**src/rtl/tx_sched_pkg.sv**
```systemverilog
package tx_sched_pkg;
  typedef enum logic [1:0] {
    EV_NONE = 2'd0,
    EV_OK   = 2'd1,
    EV_LOST = 2'd2,
    EV_ERR  = 2'd3
  } tx_evt_e;
endpackage

```
**src/rtl/tx_prio_pick.sv**
```systemverilog
module tx_prio_pick #(
  parameter int N  = 3,
  parameter int PW = 2,
  localparam int IW = (N > 1) ? $clog2(N) : 1
) (
  input  logic [N-1:0]    cand,
  input  logic [N*PW-1:0] prio,
  output logic            found,
  output logic [IW-1:0]   idx
);
  logic [PW-1:0] best_p;

  // Linear scan; ">=" lets a later (higher-numbered) buffer win ties.
  always_comb begin
    found  = 1'b0;
    idx    = '0;
    best_p = '0;
    for (int i = 0; i < N; i++) begin
      if (cand[i] && (!found || prio[i*PW +: PW] >= best_p)) begin
        found  = 1'b1;
        idx    = IW'(i);
        best_p = prio[i*PW +: PW];
      end
    end
  end
endmodule

```
**src/rtl/tx_buf_slot.sv**
```systemverilog
module tx_buf_slot
  import tx_sched_pkg::*;
(
  input  logic    clk,
  input  logic    rst,
  input  logic    set_req,
  input  logic    kill_req,
  input  tx_evt_e evt,
  input  logic    one_shot,
  input  logic    abort_pend,
  input  logic    flag_clr,
  output logic    req_q,
  output logic    lost_q,
  output logic    err_q,
  output logic    abrt_q,
  output logic    txif_q
);
  logic failed, retire_fail;

  assign failed      = (evt == EV_LOST) || (evt == EV_ERR);
  assign retire_fail = failed && (one_shot || abort_pend);

  always_ff @(posedge clk) begin
    if (rst) begin
      req_q  <= 1'b0;
      lost_q <= 1'b0;
      err_q  <= 1'b0;
      abrt_q <= 1'b0;
      txif_q <= 1'b0;
    end else begin
      if (kill_req)
        req_q <= 1'b0;
      else if (set_req)
        req_q <= 1'b1;
      else if (evt == EV_OK || retire_fail)
        req_q <= 1'b0;

      if (evt == EV_LOST)    lost_q <= 1'b1;
      else if (flag_clr)     lost_q <= 1'b0;

      if (evt == EV_ERR)     err_q <= 1'b1;
      else if (flag_clr)     err_q <= 1'b0;

      if (evt == EV_OK)      txif_q <= 1'b1;
      else if (flag_clr)     txif_q <= 1'b0;

      if (retire_fail || (kill_req && req_q)) abrt_q <= 1'b1;
      else if (flag_clr)                      abrt_q <= 1'b0;
    end
  end
endmodule

```
**src/rtl/tx_sched.sv**
```systemverilog
module tx_sched
  import tx_sched_pkg::*;
#(
  parameter int N  = 3,
  parameter int PW = 2,
  localparam int IW = (N > 1) ? $clog2(N) : 1
) (
  input  logic            clk,
  input  logic            rst,
  input  logic [N-1:0]    req_set,
  input  logic [N-1:0]    req_pin,
  input  logic [N*PW-1:0] prio,
  input  logic            abort_all,
  input  logic            one_shot,
  input  logic [N-1:0]    irq_en,
  input  logic [N-1:0]    flag_clr,
  input  logic            done_ok,
  input  logic            done_lost,
  input  logic            done_err,
  output logic            start,
  output logic [IW-1:0]   sel,
  output logic            busy,
  output logic [N-1:0]    req_pend,
  output logic [N-1:0]    lost_flag,
  output logic [N-1:0]    err_flag,
  output logic [N-1:0]    abort_flag,
  output logic [N-1:0]    txif,
  output logic            irq
);
  logic [N-1:0]  pin_q;
  logic [N-1:0]  set_vec;
  logic          busy_q, abort_pend_q, start_q;
  logic [IW-1:0] sel_q;
  logic          pick_found;
  logic [IW-1:0] pick_idx;
  logic          any_done;
  tx_evt_e       done_kind;

  assign set_vec  = req_set | (req_pin & ~pin_q);
  assign any_done = busy_q && (done_ok || done_lost || done_err);

  always_comb begin
    if (done_ok)        done_kind = EV_OK;
    else if (done_err)  done_kind = EV_ERR;
    else if (done_lost) done_kind = EV_LOST;
    else                done_kind = EV_NONE;
  end

  tx_prio_pick #(.N(N), .PW(PW)) u_pick (
    .cand  (req_pend),
    .prio  (prio),
    .found (pick_found),
    .idx   (pick_idx)
  );

  for (genvar i = 0; i < N; i++) begin : g_slot
    logic    in_flight;
    tx_evt_e evt;
    assign in_flight = busy_q && (sel_q == IW'(i));
    assign evt       = in_flight ? done_kind : EV_NONE;

    tx_buf_slot u_slot (
      .clk        (clk),
      .rst        (rst),
      .set_req    (set_vec[i]),
      .kill_req   (abort_all && !in_flight),
      .evt        (evt),
      .one_shot   (one_shot),
      .abort_pend (abort_pend_q || abort_all),
      .flag_clr   (flag_clr[i]),
      .req_q      (req_pend[i]),
      .lost_q     (lost_flag[i]),
      .err_q      (err_flag[i]),
      .abrt_q     (abort_flag[i]),
      .txif_q     (txif[i])
    );
  end

  always_ff @(posedge clk) begin
    if (rst) begin
      pin_q        <= '0;
      busy_q       <= 1'b0;
      abort_pend_q <= 1'b0;
      start_q      <= 1'b0;
      sel_q        <= '0;
    end else begin
      pin_q   <= req_pin;
      start_q <= 1'b0;
      if (busy_q) begin
        if (any_done) begin
          busy_q       <= 1'b0;
          abort_pend_q <= 1'b0;
        end else if (abort_all) begin
          abort_pend_q <= 1'b1;
        end
      end else if (pick_found && !abort_all) begin
        busy_q  <= 1'b1;
        start_q <= 1'b1;
        sel_q   <= pick_idx;
      end
    end
  end

  assign start = start_q;
  assign sel   = sel_q;
  assign busy  = busy_q;
  assign irq   = |(txif & irq_en);
endmodule

```
**config.mk**
```make
export PLATFORM = sky130hd
export DESIGN_NAME = tx_sched
export DESIGN_NICKNAME = d
export VERILOG_FILES = /design/src/rtl/tx_sched_pkg.sv /design/src/rtl/tx_prio_pick.sv /design/src/rtl/tx_buf_slot.sv /design/src/rtl/tx_sched.sv
export SDC_FILE = /design/constraint.sdc
export NUM_CORES = 1
export LEC_CHECK = 0
export CAP_MARGIN = 20
export CELL_PAD_IN_SITES_DETAIL_PLACEMENT = 1
export CELL_PAD_IN_SITES_GLOBAL_PLACEMENT = 1
export CORE_MARGIN = 5
export CORE_UTILIZATION = 33
export CTS_CLUSTER_SIZE = 14
export DETAILED_ROUTE_END_ITERATION = 16
export PLACE_DENSITY_LB_ADDON = 0.15
export SYNTH_ARGS = -nofsm -noshare
export SYNTH_HDL_FRONTEND = slang
export SYNTH_HIERARCHICAL = 1
export SYNTH_SLANG_ARGS = --single-unit
```
**constraint.sdc**
```tcl
create_clock -name clk -period 7.21 [get_ports clk]
set_input_delay 1.442 -clock clk [delete_from_list [all_inputs] [get_ports clk]]
set_output_delay 1.442 -clock clk [all_outputs]
set_load 0.01 [all_outputs]
```
-- Word-level counts from Yosys, hierarchy flattened
Index checks and enable logic that the tools add are counted.
- register bits after elaboration: 23
- word-level logic and storage cells: 138
- order comparisons: 2
- equal/unequal tests: 11
- muxes and demuxes: 39
- bitwise operators: 5
- reductions and logical operators: 61
- operators with widths (cell ; number):
    $reduce_bool A2 Y1 ; 16
    $mux W1 ; 30
    $mux W2 ; 9
    $logic_and A1 B1 Y1 ; 16
    $logic_or A1 B1 Y1 ; 15
    $eq A2 B2 Y1 const B ; 7
    $eq A2 B1 Y1 const B ; 4
    $reduce_or A2 Y1 ; 4
    $and A3 B3 Y3 ; 2
    $logic_not A1 Y1 ; 6
    $ge A2 B2 Y1 ; 2
    $reduce_and A2 Y1 ; 2
    $not A3 Y3 ; 1
    $or A3 B3 Y3 ; 1
    $reduce_or A3 Y1 ; 1
    $logic_not A2 Y1 ; 1
    $not A1 Y1 ; 1

-- Longest topological paths before layout
- depth in word-level cells: 12
- mapped depth: 11
- gate-level depth less buffers: 11

-- Modules after synthesis
The synthesis kept the hierarchy.
- modules (own cells, without submodules) (module ; instances ; cells each ; area an instance (um2)):
    tx_buf_slot ; 3 ; 20 ; 190.2
    tx_sched ; 1 ; 49 ; 414.1
    tx_prio_pick ; 1 ; 21 ; 167.7

-- Worst setup path after synthesis
No wires, ideal clock.
- kind: input-to-reg
- start: input port prio[0]
- end: register sel_q[1] (netlist: sel[1])
- library setup time: 132 ps
- data arrival time: 3480 ps
- setup slack: 3598 ps
- cell stages on the path: 11
- path buffers: 0
- cells stage by stage: and2_2 > ha_1 > and2b_1 > o2bb2ai_2 > mux2_1 > ha_1 > nand2b_1 > a211o_1 > and2_1 > nand2b_1 > mux2i_1
- elaborated cells between the ends (all ways): 14
- those cells by class: order compare: 2; mux: 5; reduce/logical: 7
- RTL lines (item ; RTL line ; text):
    start: declaration ; tx_sched.sv:12 ; input logic [N*PW-1:0] prio,
    $mux W2 * ; tx_prio_pick.sv:19 ; if (cand[i] && (!found || prio[i*PW +: PW] >= best_p)) begin
    $ge A2 B2 Y1 ; tx_prio_pick.sv:19 ;
    $logic_or A1 B1 Y1 ; tx_prio_pick.sv:19 ;
    $logic_and A1 B1 Y1 ; tx_prio_pick.sv:19 ;
    $mux W2 / $mux W1 (equally long branches) ; tx_prio_pick.sv:19 ;
    $ge A2 B2 Y1 / $logic_not A1 Y1 (equally long branches) ; tx_prio_pick.sv:19 ;
    $logic_or A1 B1 Y1 * ; tx_prio_pick.sv:19 ;
    $logic_and A1 B1 Y1 * ; tx_prio_pick.sv:19 ;
    $mux W2 * ; tx_prio_pick.sv:19 ;
    net pick_idx[1] ; tx_sched.sv:35 ; logic [IW-1:0] pick_idx;
    end signal: assignment ; tx_sched.sv:99 ; sel_q <= pick_idx;
    end: declaration ; tx_sched.sv:33 ; logic [IW-1:0] sel_q;
The timed path passes the listed nets; every way through them passes the cells marked *.
A chain may end at the register's enable or synchronous reset.

-- Worst setup path in the final report
- start: input port irq_en[0]
- end: output port irq
- word-level cells in the longest chain between the ends: 2
- RTL lines (item ; RTL line ; text):
    start: declaration ; tx_sched.sv:15 ; input logic [N-1:0] irq_en,
    $and A3 B3 Y3 ; tx_sched.sv:107 ; assign irq = |(txif & irq_en);
    $reduce_or A3 Y1 ; tx_sched.sv:107 ;
    end: declaration ; tx_sched.sv:28 ; output logic irq
No other way between the ends.

==> qor.txt <==
VDD IR max: 0.0732 mV
IO Count: 45
Worst-Margin Slew: 0.921 ns
Post-DP Area: 0.00165 mm2
gr ovfl total: 0
clock latency on the worst-skew pair: 0.31 ns
WL/cell: 14.8 um
sw power: 65.6 uW
switching share of power: 26.5%
Seq pwr share: 55.1%
Rel. slew slack: 38.4%
drt pass-1 iters: 4
Worst Path Buf+Inv: 3
Area Growth Syn to Fin: 45.3%
Clk pwr share: 24.5%
clock skew: 0.00409 ns
Initial Util: 34.3%
CTS H-tree depth: 1
initial antenna violation count: 0
synthesized net count: 159
synthesized area: 0.00115 mm2
total track usage: 14.5%
Max-Cap Viols: 0
Hold Buf Count CTS: 0
WHS: 0.491 ns
Distinct cells, synth: 34
Gates resized, CTS repair: 0
multi-input logic area: 636 um2
Clock transition at path regs: 0.13 ns
postcts setup bufs: 0
status: completed
number of global-route vias before repair: 1,254
Post-DP HPWL: 2680 um
kind of end point of the critical path: output port
pin count of the biggest net entering global routing: 26
sequential fraction of the synthesis area: 40.0%
element type at the critical path start: primary input
CP delay by family, top: buffers and inverters
most used cell, CP: clkdlybuf4s50_1
Routed WL: 3290 um
Worst path max stage delay: 0.49 ns
Port Buffer Count: 44
pwr dens: 148 mW/mm2
Layout Utilization: 49.8%
Yosys warnings: 6
RSZ-0062 raised after global routing: false
CTS buffer count: 3
initial detailed-routing violation count: 28
Syn Area/Cell: 8.86 um2
Final Cell Area: 0.00167 mm2
row count: 21
final setup TNS: 0 ns
Leak: 0.000609 uW
Crit Path Max Fanout: 1
Hold Crit Class: reg -> reg
via count: 1,128
ANT nets after route: 0
chip width: 69.1 um
slowest cell on the critical path: clkdlybuf4s50_1
Core Area: 0.00336 mm2
Final Setup Violations: 0
#FFs+latches synth: 23
vias per cell: 5.06
combinational share of power: 20.4%
CTS root buf: clkbuf_4
gpl congestion: 0.820
CP required: 5.77 ns
Tmin final: 4.13 ns
Residual DRC: 0
Final Cycle Share: 57.3%
internal reg-to-reg setup slack: 4.46 ns
first-pass GRT wire length: 5800 um
Synth Instances: 130
crit path cell chain: clkdlybuf4s50_1, a222oi_1, inv_1, clkdlybuf4s50_1
CTS Sinks: 23
layout cells sized above 1: 10.7%
overall power: 248 uW
Max Clk Rate: 242 MHz
Worst Path Arrival: 2.69 ns
Worst Setup Path Type: in -> out
# diodes: 0
Hold Vio Cnt, Final: 0
DIE AREA: 0.00477 mm2
final-layout fill cell count: 432
Pins Over Slew Limit: 0
clk buf depth: 2
register area: 460 um2
TritonCTS clock tree: done
fin nets: 207
Die H: 69.1 um
P_int: 182 uW
[logic make-up after synthesis]
family / after synthesis / share of synthesized area [%]
mux: 4 / 3.69
buf+inv: 15 / 4.89
fa+ha+maj: 4 / 4.34
flops: 23 / 40.0
simple gates: 51 / 26.5
compound gates: 33 / 20.6
[layout make-up]
cell class | instances | share of cell area, %
multi-input cells | 92 | 38.0
flip-flops and latches | 23 | 27.5
well taps | 46 | 3.44
repair buffers | 44 | 26.3
inverters | 14 | 3.14
clock buffers | 3 | 1.35
clock inverters | 1 | 0.299
[worst reg2reg max path: cells and delay by family (launching register included)]
kind	cells	cell delay, ns
flip-flops	1	0.42
AND/OR/NAND/NOR	4	0.62
adder cells (fa/ha/maj)	2	0.52
AO/OA/AOI/OAI	3	0.63
multiplexers	2	0.50
[power groups by stage]
stage | sequential, uW | clock [uW] | combinational (uW)
2_1_floorplan | 139 | 0 | 21.8
3_3_place_gp | 139 | 0 | 49.0
3_5_place_dp | 139 | 0 | 51.1
4_1_cts | 136 | 63.0 | 51.3
5_1_grt | 137 | 68.7 | 55.7
6_report | 136 | 60.6 | 50.5
[sequential cells by signal, summed over array words and instances, names as in the netlist]
name                  cells
g_slot.u_slot/txif_q      3
sel                       2
busy                      1
g_slot.u_slot/req_q       3
g_slot.u_slot/abrt_q      3
pin_q                     3
g_slot.u_slot/lost_q      3
start                     1
abort_pend_q              1
g_slot.u_slot/err_q       3
[path summary, 6_finish.rpt]
check / from / to / cells after the start
worst max-delay path: irq_en[0] / irq / 4
worst min-delay path: g_slot[0].u_slot/txif_q / g_slot[0].u_slot/txif_q / 2
worst max register to register: g_slot[0].u_slot/req_q / sel[0] / 11
worst min register to register: g_slot[0].u_slot/txif_q / g_slot[0].u_slot/txif_q / 2
[synthesized netlist by cell type]
cell type,n,share of area [%]
dfxtp_1,23,40
a21boi_1,1,0.65
and2_2,1,0.65
a222oi_1,1,0.87
or3b_2,1,0.76
nor2_1,14,4.6
o2bb2ai_2,1,1.3
nand2b_2,3,2.3
nor4_2,3,3.3
inv_1,14,4.6
a22oi_1,9,5.9
ha_1,4,4.3
mux2i_1,2,1.7
a211o_1,1,0.76
a21o_1,3,2.0
nor3b_1,1,0.65
clkbuf_1,1,0.33
or2_2,1,0.54
o21ai_0,3,1.3
nand3b_1,1,0.65
a21oi_1,8,3.5
nor4_1,2,1.1
nor2b_1,3,1.6
mux2_1,2,2.0
a21oi_2,3,2.3
or4b_1,1,0.87
nor3_1,4,1.7
and2b_1,1,0.65
nand2_1,5,1.6
nand2b_1,7,3.8
and2_1,2,1.1
o21a_1,2,1.3
or3_2,1,0.65
o31a_2,1,0.87
[cell usage in the layout (no fill, tap or decap), drive strengths merged, types with 4 or more instances in the layout]
cell type	synthesis	final
nand2	5	5
clkdlybuf4s50	0	44
nor4	5	5
a22oi	9	9
nand2b	10	10
inv	14	14
ha	4	4
nor3	4	4
a21oi	11	11
nor2	14	14
dfxtp	23	23
[per-layer routing]
metal	vias up	share of wire [%]	GRT usage, %
met4	0	1.4	5.64
met1	542	43	16.7
met3	6	4.3	3.20
met5	-	0	0
li1	549	-	-
met2	31	52	25.7
[through the flow]
step                      std cells  worst slack (ns)
after floorplan                 130              3.60
after CTS                       223              3.07
final                           223              3.08
after global placement          219              3.09
after detailed placement        219              3.03
after global routing            223              2.99
No activity file was read; power rests on OpenSTA's default activity.
